==> src/rtl/bcc_pkg.sv <==
package bcc_pkg;
  typedef enum logic [1:0] {
    CLS_NONE = 2'd0,
    CLS_FAST = 2'd1,
    CLS_BASE = 2'd2,
    CLS_SLOW = 2'd3
  } cyc_cls_e;

  localparam logic [1:0] BANK_MEM = 2'b00;
  localparam logic [1:0] BANK_IO  = 2'b10;
  localparam logic [3:0] CODE_NIO = 4'b1111;
  localparam logic [3:0] CODE_IRD = 4'b1100;
endpackage

==> src/rtl/bcc_decode.sv <==
module bcc_decode
  import bcc_pkg::*;
#(
  parameter int HI_W     = 4,
  parameter int INST_HI  = 0
) (
  input  logic [3:0]      code_i,
  input  logic [1:0]      bank_i,
  input  logic [HI_W-1:0] addr_hi_i,
  output cyc_cls_e        cls_o,
  output logic            nxm_o
);
  logic is_read, is_write, is_nio, hi_miss;

  assign is_nio   = (code_i == CODE_NIO);
  assign is_read  = (code_i == CODE_IRD) || (code_i[3:2] == 2'b10);
  assign is_write = (code_i[3:2] == 2'b00);

  always_comb begin
    if (is_nio)                              cls_o = CLS_NONE;
    else if (bank_i == BANK_MEM && is_read)  cls_o = CLS_FAST;
    else if (bank_i == BANK_IO && is_write)  cls_o = CLS_SLOW;
    else                                     cls_o = CLS_BASE;
  end

  // upper bits at or above INST_HI have no memory behind them
  generate
    if (INST_HI >= HI_W) begin : g_full
      assign hi_miss = 1'b0;
    end else begin : g_part
      logic [HI_W-1:0] mask;
      always_comb begin
        for (int i = 0; i < HI_W; i++) mask[i] = (i >= INST_HI);
      end
      assign hi_miss = |(addr_hi_i & mask);
    end
  endgenerate

  assign nxm_o = !is_nio && (bank_i == BANK_MEM) && hi_miss;
endmodule

==> src/rtl/bcc_timer.sv <==
module bcc_timer
  import bcc_pkg::*;
#(
  parameter int FAST_LEN = 4,
  parameter int BASE_LEN = 8,
  parameter int SLOW_LEN = 10,
  parameter int CNT_W    = 4
) (
  input  logic     clk_i,
  input  logic     rst_ni,
  input  logic     start_i,
  input  cyc_cls_e cls_i,
  output logic     active_o,
  output logic     cont_o
);
  logic [CNT_W-1:0] cnt_q, tgt_q, tgt_d;
  logic             active_q;

  always_comb begin
    unique case (cls_i)
      CLS_FAST: tgt_d = CNT_W'(FAST_LEN);
      CLS_SLOW: tgt_d = CNT_W'(SLOW_LEN);
      default:  tgt_d = CNT_W'(BASE_LEN);
    endcase
  end

  always_ff @(posedge clk_i or negedge rst_ni) begin
    if (!rst_ni) begin
      active_q <= 1'b0;
      cnt_q    <= '0;
      tgt_q    <= '0;
    end else if (start_i) begin
      active_q <= (cls_i != CLS_NONE);
      cnt_q    <= CNT_W'(1);
      tgt_q    <= tgt_d;
    end else if (active_q) begin
      if (cnt_q == tgt_q) active_q <= 1'b0;
      else                cnt_q    <= cnt_q + 1'b1;
    end
  end

  assign active_o = active_q;
  assign cont_o   = active_q && (cnt_q == tgt_q);

  p_cnt_bound_r5: assert property (@(posedge clk_i) disable iff (!rst_ni)
    active_q |-> (cnt_q <= tgt_q));
  p_cont_single_r5: assert property (@(posedge clk_i) disable iff (!rst_ni)
    cont_o |=> !cont_o);
  p_restart_r8: assert property (@(posedge clk_i) disable iff (!rst_ni)
    (start_i && cls_i != CLS_NONE) |=> (active_q && cnt_q == CNT_W'(1)));
  p_nio_idle_r6: assert property (@(posedge clk_i) disable iff (!rst_ni)
    (start_i && cls_i == CLS_NONE) |=> !active_q);
endmodule

==> src/rtl/bus_cycle_ctrl.sv <==
module bus_cycle_ctrl
  import bcc_pkg::*;
#(
  parameter int FAST_LEN = 4,
  parameter int BASE_LEN = 8,
  parameter int SLOW_LEN = 10,
  parameter int HI_W     = 4,
  parameter int INST_HI  = 0
) (
  input  logic            clk_i,
  input  logic            rst_ni,
  input  logic            ale_ni,
  input  logic [3:0]      cyc_code_i,
  input  logic [1:0]      bank_i,
  input  logic [HI_W-1:0] addr_hi_i,
  output logic            miss_o,
  output logic            cont_o,
  output logic            nxm_o
);
  localparam int MAX_LEN = (SLOW_LEN > BASE_LEN) ?
                           ((SLOW_LEN > FAST_LEN) ? SLOW_LEN : FAST_LEN) :
                           ((BASE_LEN > FAST_LEN) ? BASE_LEN : FAST_LEN);
  localparam int CNT_W   = $clog2(MAX_LEN + 1);

  cyc_cls_e cls;
  logic     ale_q, start, nxm_hit, active, miss_q, nxm_q;

  always_ff @(posedge clk_i or negedge rst_ni) begin
    if (!rst_ni) ale_q <= 1'b1;
    else         ale_q <= ale_ni;
  end
  assign start = ale_q && !ale_ni;

  bcc_decode #(.HI_W(HI_W), .INST_HI(INST_HI)) u_decode (
    .code_i    (cyc_code_i),
    .bank_i    (bank_i),
    .addr_hi_i (addr_hi_i),
    .cls_o     (cls),
    .nxm_o     (nxm_hit)
  );

  bcc_timer #(
    .FAST_LEN(FAST_LEN), .BASE_LEN(BASE_LEN),
    .SLOW_LEN(SLOW_LEN), .CNT_W(CNT_W)
  ) u_timer (
    .clk_i    (clk_i),
    .rst_ni   (rst_ni),
    .start_i  (start),
    .cls_i    (cls),
    .active_o (active),
    .cont_o   (cont_o)
  );

  always_ff @(posedge clk_i or negedge rst_ni) begin
    if (!rst_ni) begin
      miss_q <= 1'b0;
      nxm_q  <= 1'b0;
    end else if (start) begin
      miss_q <= (cls == CLS_BASE) || (cls == CLS_SLOW);
      nxm_q  <= nxm_hit;
    end
  end

  assign miss_o = active && miss_q;
  assign nxm_o  = active && nxm_q;

  p_idle_quiet_r6: assert property (@(posedge clk_i) disable iff (!rst_ni)
    !active |-> (!miss_o && !nxm_o && !cont_o));
  p_nxm_bank_r7: assert property (@(posedge clk_i) disable iff (!rst_ni)
    (start && bank_i != BANK_MEM) |=> !nxm_o);
  p_hit_fast_r2: assert property (@(posedge clk_i) disable iff (!rst_ni)
    (start && bank_i == BANK_MEM && cyc_code_i == CODE_IRD) |=> !miss_o);
  p_fall_only_r9: assert property (@(posedge clk_i) disable iff (!rst_ni)
    (!ale_q && !ale_ni && !cont_o) |=> $stable(active));
endmodule

==> config.mk <==
export PLATFORM = sky130hd
export DESIGN_NAME = bus_cycle_ctrl
export DESIGN_NICKNAME = d
export VERILOG_FILES = /design/src/rtl/bcc_pkg.sv /design/src/rtl/bcc_decode.sv /design/src/rtl/bcc_timer.sv /design/src/rtl/bus_cycle_ctrl.sv
export SDC_FILE = /design/constraint.sdc
export NUM_CORES = 1
export LEC_CHECK = 0
export CAP_MARGIN = 10
export CORE_MARGIN = 2
export CORE_UTILIZATION = 40
export CTS_CLUSTER_DIAMETER = 80
export DETAILED_ROUTE_END_ITERATION = 6
export GPL_TIMING_DRIVEN = 1
export PLACE_DENSITY = 0.7
export SLEW_MARGIN = 40
export SYNTH_ARGS = -nofsm -noshare
export SYNTH_HDL_FRONTEND = slang
export SYNTH_SLANG_ARGS = --single-unit
==> constraint.sdc <==
create_clock -name clk_i -period 1.6 [get_ports clk_i]
set_input_delay 0.24 -clock clk_i [delete_from_list [all_inputs] [get_ports clk_i]]
set_output_delay 0.24 -clock clk_i [all_outputs]
set_load 0.05 [all_outputs]
* Yosys cells after proc, flatten, opt, wreduce, memory -nomap -nowiden *
Index checks and enable logic that the tools add are counted.

operators by class
  $add $sub $neg = 1
  equal/unequal tests = 9
  mux-type cells = 10
  reduce and logical (&&, ||, !) cells = 18

operators with widths
  cell                                                              count
  4-bit 2-to-1 mux                                                  3
  2-bit == test (second input constant)                             4
  4-bit == test (second input constant)                             2
  1-bit logical AND                                                 8
  4-bit one-hot mux with 2 select lines                             1
  4-bit by 1-bit adder with 4-bit output (second input constant)    1
  4-bit == test                                                     1
  2-bit logical NOT                                                 2
  1-bit 2-to-1 mux                                                  4
  2-bit 2-to-1 mux                                                  2
  2-bit nonzero test                                                2
  4-bit OR reduction                                                1
  2-bit by 1-bit == test with 1-bit output (second input constant)  1
  1-bit logical NOT                                                 2
  1-bit logical OR                                                  2
  2-bit != test (second input constant)                             1
  2-bit AND reduction                                               1

word-level totals
  register bits after elaboration = 12
  output and inout bits = 3
  logic and storage cells = 44

* Depth between registers and ports, before layout *
  depth after elaboration = 7
  gate-level depth with buffers = 4
  gate-level depth less buffers = 4

* Hierarchy *
A second synthesis with hierarchy kept.

unflattened totals
  cell total of the unflattened synthesis = 53
  area total of the unflattened synthesis = 595.6 um^2

modules (own cells, without submodules)
  module          times used  cells an instance  area an instance (um^2)
  bcc_timer       1           37                 402.9
  bus_cycle_ctrl  1           8                  132.6
  bcc_decode      1           8                  60.1

* Least setup slack after synthesis *
No wires, ideal clock.

  path type = register -> output
  from = register u_timer.tgt_q[3]
  to = output cont_o
  arrival = 1.690 ns
  data required time = 1.360 ns
  slack = -0.330 ns
  stages on the path, launching flop included = 4
  path buffers = 0
  cell sequence = dfrtp_1 xor2_1 or4_1 nor2_1

on the way
  cells in the longest elaborated chain, start to end = 2

ends and longest elaborated chain
  item                    line                  RTL
  from (decl)             bcc_timer.sv:16       logic [CNT_W-1:0] cnt_q, tgt_q, tgt_d;
  from (signal assigned)  bcc_timer.sv:35       tgt_q <= tgt_d;
  4-bit == test           bcc_timer.sv:43       assign cont_o = active_q && (cnt_q == tgt_q);
  1-bit logical AND       bcc_timer.sv:43
  to (decl)               bus_cycle_ctrl.sv:17  output logic cont_o,

No other way between the ends.

* Worst setup path in the final report *
Ends and elaborated chain as after synthesis.

==> results.md <==
- The flow ran to the end, but the final reports show violations.
- The checks that failed: negative setup slack.
- The post-synthesis area per instance is just over 10 µm².
- The met3 usage is 0.0444.
- The share of synthesized area in the top cell type comes to 0.473.
- The starting density of the core is 0.417.
- After detailed routing, the total wire length is about 1100 µm.
- For this run, the top clock speed supported by timing is ~540 MHz.
- Headroom to the max-slew limit came out at 0.678.
- The class of the worst hold path is input pin to async pin.
- The number of hold violations in the final report came to 0.
- The switching component of the power is 0.319 mW.
- Once layout is complete, the utilization of the core stands at 0.657.
- In this run the worst setup path begins at u_timer.tgt_q[3].
- The vias after detailed routing is between 400 and 500.
- The layout-stage area growth over the synthesis result is 57.4%.
- The clock sink count is 11.
- The max-slew violation count is 0.
- In this run the power density over the cells is approximately 1100 nW/µm².
- In this run the clock root is driven by a sky130_fd_sc_hd__clkbuf_4.
- The count of mapped cells out of synthesis is 52.
- The final setup skew is between 0.002 and 0.003 ns.
- The number of antenna diodes in the final layout is 0.
- The setup violation total in the final timing report is 1.
- Summed over all instances, the cell type with the most area after synthesis is sky130_fd_sc_hd__dfrtp_1.
- The instance count after placement with tap cells included is 90.
- The class of the most critical setup path is register to output port.
- Clock latency on the worst-skew pair, taken at its later pin, is between 0.2 and 0.3 ns.
- The count of port buffers added during placement is 15.
- The most used routing layer in global routing is met2.
- The pre-CTS setup slack is around 0.0095 ns.
- Synthesis inferred 11 register bits.
- The worst-margin pin slew is just under 0.5 ns.
- The number of warning messages in the yosys log is 0.
- In the global route stage, met1 resource usage came out at 0.195.
- At the end of the flow, the number of nets in the layout was 95.
- Dividing the detail-routed via count by the number of cells gives approximately 5.2.
- The die height is about 40 µm.
- The sequential area share after synthesis is 0.522.
- The worst setup path is launched from a register.
- Yosys attributes the largest share of cell area to sky130_fd_sc_hd__dfrtp_1 47%, sky130_fd_sc_hd__xor2_1 6.6%, sky130_fd_sc_hd__o21ai_0 5.7%.
- The startpoint identified for the worst register-to-register timing path is u_timer.tgt_q[3].
- Routability-driven placement finished with a final weighted congestion of 0.686.
- The floorplan core area is 1270 µm².
- The part of the power in registers is 0.394.
- The total congestion overflow is 0.
- The internal power of the cells totals approximately 0.63 mW.
- The kind of capture point of the worst setup path is an output port.
- Once detail routing completed, the nets flagged for antenna violations numbered 0.
- The x dimension of the die is about 40 µm.
- After clock tree synthesis, the repair step resized 0 gates.
- The number of distinct library cells after synthesis is 23.
- TritonCTS built the clock tree.
- The largest voltage drop on the vdd net is roughly 700 µV.
- In the post-route analysis, the smallest setup slack over all paths is -0.254 ns.
- The count of cells in the finished layout, fillers not included, comes to 95.
- Of the total power, the clock network draws 0.202.
- The full die area is about 1600 µm².
- For the finished layout, the period the worst path requires is ~1.9 ns.
- Buffers inserted to repair hold after CTS numbered 0.
- In the final layout, the share of cells above drive strength 1 is 0.250.
- Setup repair after global routing could not meet its margin everywhere.
- The remaining routing DRC violations is 0.
- Once detailed placement completed, the half-perimeter wirelength came to around 900 µm.
- The routed length per instance is 11.7 µm.
- The largest fanout on the critical path is 2.
- The floorplan has 13 rows.
- The leakage dissipation is 0.371 nW.
- The global-route usage over all layers is 0.181.
- Across the run, the number of max-cap violations was 0.
- The first global-routing pass estimated approximately 1900 µm of wire.
- Data on the critical path arrives at its endpoint at 1.61 ns.
- Buffers inserted during clock tree synthesis total 3.
- The switching power share of the total is 0.335.
- The number of I/O pins is 16.
- The pin count of the biggest net entering global routing is 12.
- In this run the number of H-tree levels came out at 1.
- Counting along the longest clock path gives a buffer depth of 2.
- The met2 track utilization from global routing is 0.317.
- The total nets after synthesis is 66.
- The clock slew seen by the registers of the worst setup and hold paths is around 0.070 ns.
- After the first detailed-routing iteration, the DRC count stood at 8.
- The count of TritonRoute iterations in the first routing pass is 4.
- The number of global-route vias before repair is roughly 480.
- The initial antenna violation count is 0.
- The setup check on the worst reg-to-reg path leaves a slack of approximately 0.14 ns.
- The critical path required time is roughly 1.4 ns.
- The setup total negative slack is -0.254 ns.
- The mapped cell area is around 530 µm².
- The share of total power dissipated in combinational logic is 0.405.
- The post-layout total power is approximately 0.95 mW.
- The part of the cycle the worst path needs is 1.16.
placed cells by master (no fill, tap or decap):
cell	count
sky130_fd_sc_hd__o21ai_1	1
sky130_fd_sc_hd__o21a_1	1
sky130_fd_sc_hd__clkbuf_1	1
sky130_fd_sc_hd__buf_12	3
sky130_fd_sc_hd__xor2_1	4
sky130_fd_sc_hd__clkdlybuf4s50_1	12
sky130_fd_sc_hd__or4_4	1
sky130_fd_sc_hd__buf_4	9
sky130_fd_sc_hd__nand4_1	3
sky130_fd_sc_hd__and2_1	2
sky130_fd_sc_hd__nor2_4	1
sky130_fd_sc_hd__dfstp_2	1
sky130_fd_sc_hd__ha_1	1
sky130_fd_sc_hd__nand2b_1	1
sky130_fd_sc_hd__o41ai_2	1
sky130_fd_sc_hd__a31oi_1	1
sky130_fd_sc_hd__o41ai_1	1
sky130_fd_sc_hd__a21oi_1	2
sky130_fd_sc_hd__inv_1	2
sky130_fd_sc_hd__clkbuf_4	3
sky130_fd_sc_hd__a21o_1	1
sky130_fd_sc_hd__o21ai_0	6
sky130_fd_sc_hd__or4b_2	1
sky130_fd_sc_hd__nor2b_1	1
sky130_fd_sc_hd__nand3_1	1
sky130_fd_sc_hd__nand2_1	6
sky130_fd_sc_hd__or3_1	1
sky130_fd_sc_hd__nor2_1	2
sky130_fd_sc_hd__dfrtp_1	10
cell usage after synthesis, drive strengths merged:
cell	count
nand2	6
or3	1
dfstp	1
and2	2
nand3	1
ha	1
dfrtp	10
nand2b	1
a21oi	2
o21a	1
nor2b	1
o21ai	7
a21o	1
or4b	1
xor2	4
a31oi	1
o41ai	2
nand4	3
or4	1
nor2	3
inv	2
layout make-up:
class | count | area (µm²)
timing repair buffer | 24 | 248
tap | 15 | 18.8
clock buffer | 4 | 26.3
inverter | 2 | 7.51
multi-input combinational | 39 | 256
sequential | 11 | 277
fill | 112 | 435
path summary, 6_finish.rpt:
| kind | endpoint | cells past startpoint |
|---|---|---|
| setup / recovery | cont_o | 4 |
| hold / removal | u_timer.cnt_q[0] | 1 |
| setup reg to reg | u_timer.cnt_q[2] | 6 |
| hold reg to reg | nxm_q | 2 |
| max in group asynchronous | ale_q | 1 |
| min in group clk_i | ale_q | 1 |
cells by family (layout without fill, tap and decap cells):
logic type / count (synthesis) / count (layout) / synth area share
compound gates: 14 / 14 / 0.173
simple gates: 20 / 20 / 0.201
flops: 11 / 11 / 0.522
xor+xnor: 4 / 4 / 0.0662
buf+inv: 2 / 30 / 0.0142
fa+ha+maj: 1 / 1 / 0.0236
worst max-delay path: stages (launching register included):
cell	delay, ns
sky130_fd_sc_hd__dfrtp_1	0.39
sky130_fd_sc_hd__xor2_1	0.18
sky130_fd_sc_hd__or4_4	0.53
sky130_fd_sc_hd__nor2_4	0.11
sky130_fd_sc_hd__buf_12	0.14
power by group through the flow:
stage | Combinational, mW | Sequential (mW) | Clock, mW
6_report | 0.386 | 0.375 | 0.192
5_1_grt | 0.430 | 0.385 | 0.206
4_1_cts | 0.391 | 0.376 | 0.193
3_5_place_dp | 0.382 | 0.383 | 0
3_3_place_gp | 0.372 | 0.381 | 0
2_1_floorplan | 0.176 | 0.388 | 0
routing by layer:
metal	up-vias	wire length, µm
met2	18	580
met1	227	425
met5	-	0
met3	3	77
met4	0	24
li1	244	-
metrics by stage:
| stage | hold WS, ns | instance area, µm² |
|---|---|---|
| global placement | 0.451 | 800 |
| CTS | 0.312 | 833 |
| detailed placement | 0.464 | 800 |
| finish | 0.289 | 833 |
| floorplan | -0.0556 | 541 |
| global route | 0.339 | 833 |
state kept, by name, summed over array words and instances (netlist names):
register          cells
u_timer.cnt_q         4
u_timer.tgt_q         3
ale_q                 1
miss_q                1
nxm_q                 1
u_timer.active_o      1
repair_timing:
action                                  in CTS  in global routing
setup buffers                                1                  0
endpoints found under the setup margin       1                  1
hold endpoints to repair                     0                  0
pin swaps                                    1                  0
Power figures use the tool's default switching activity.
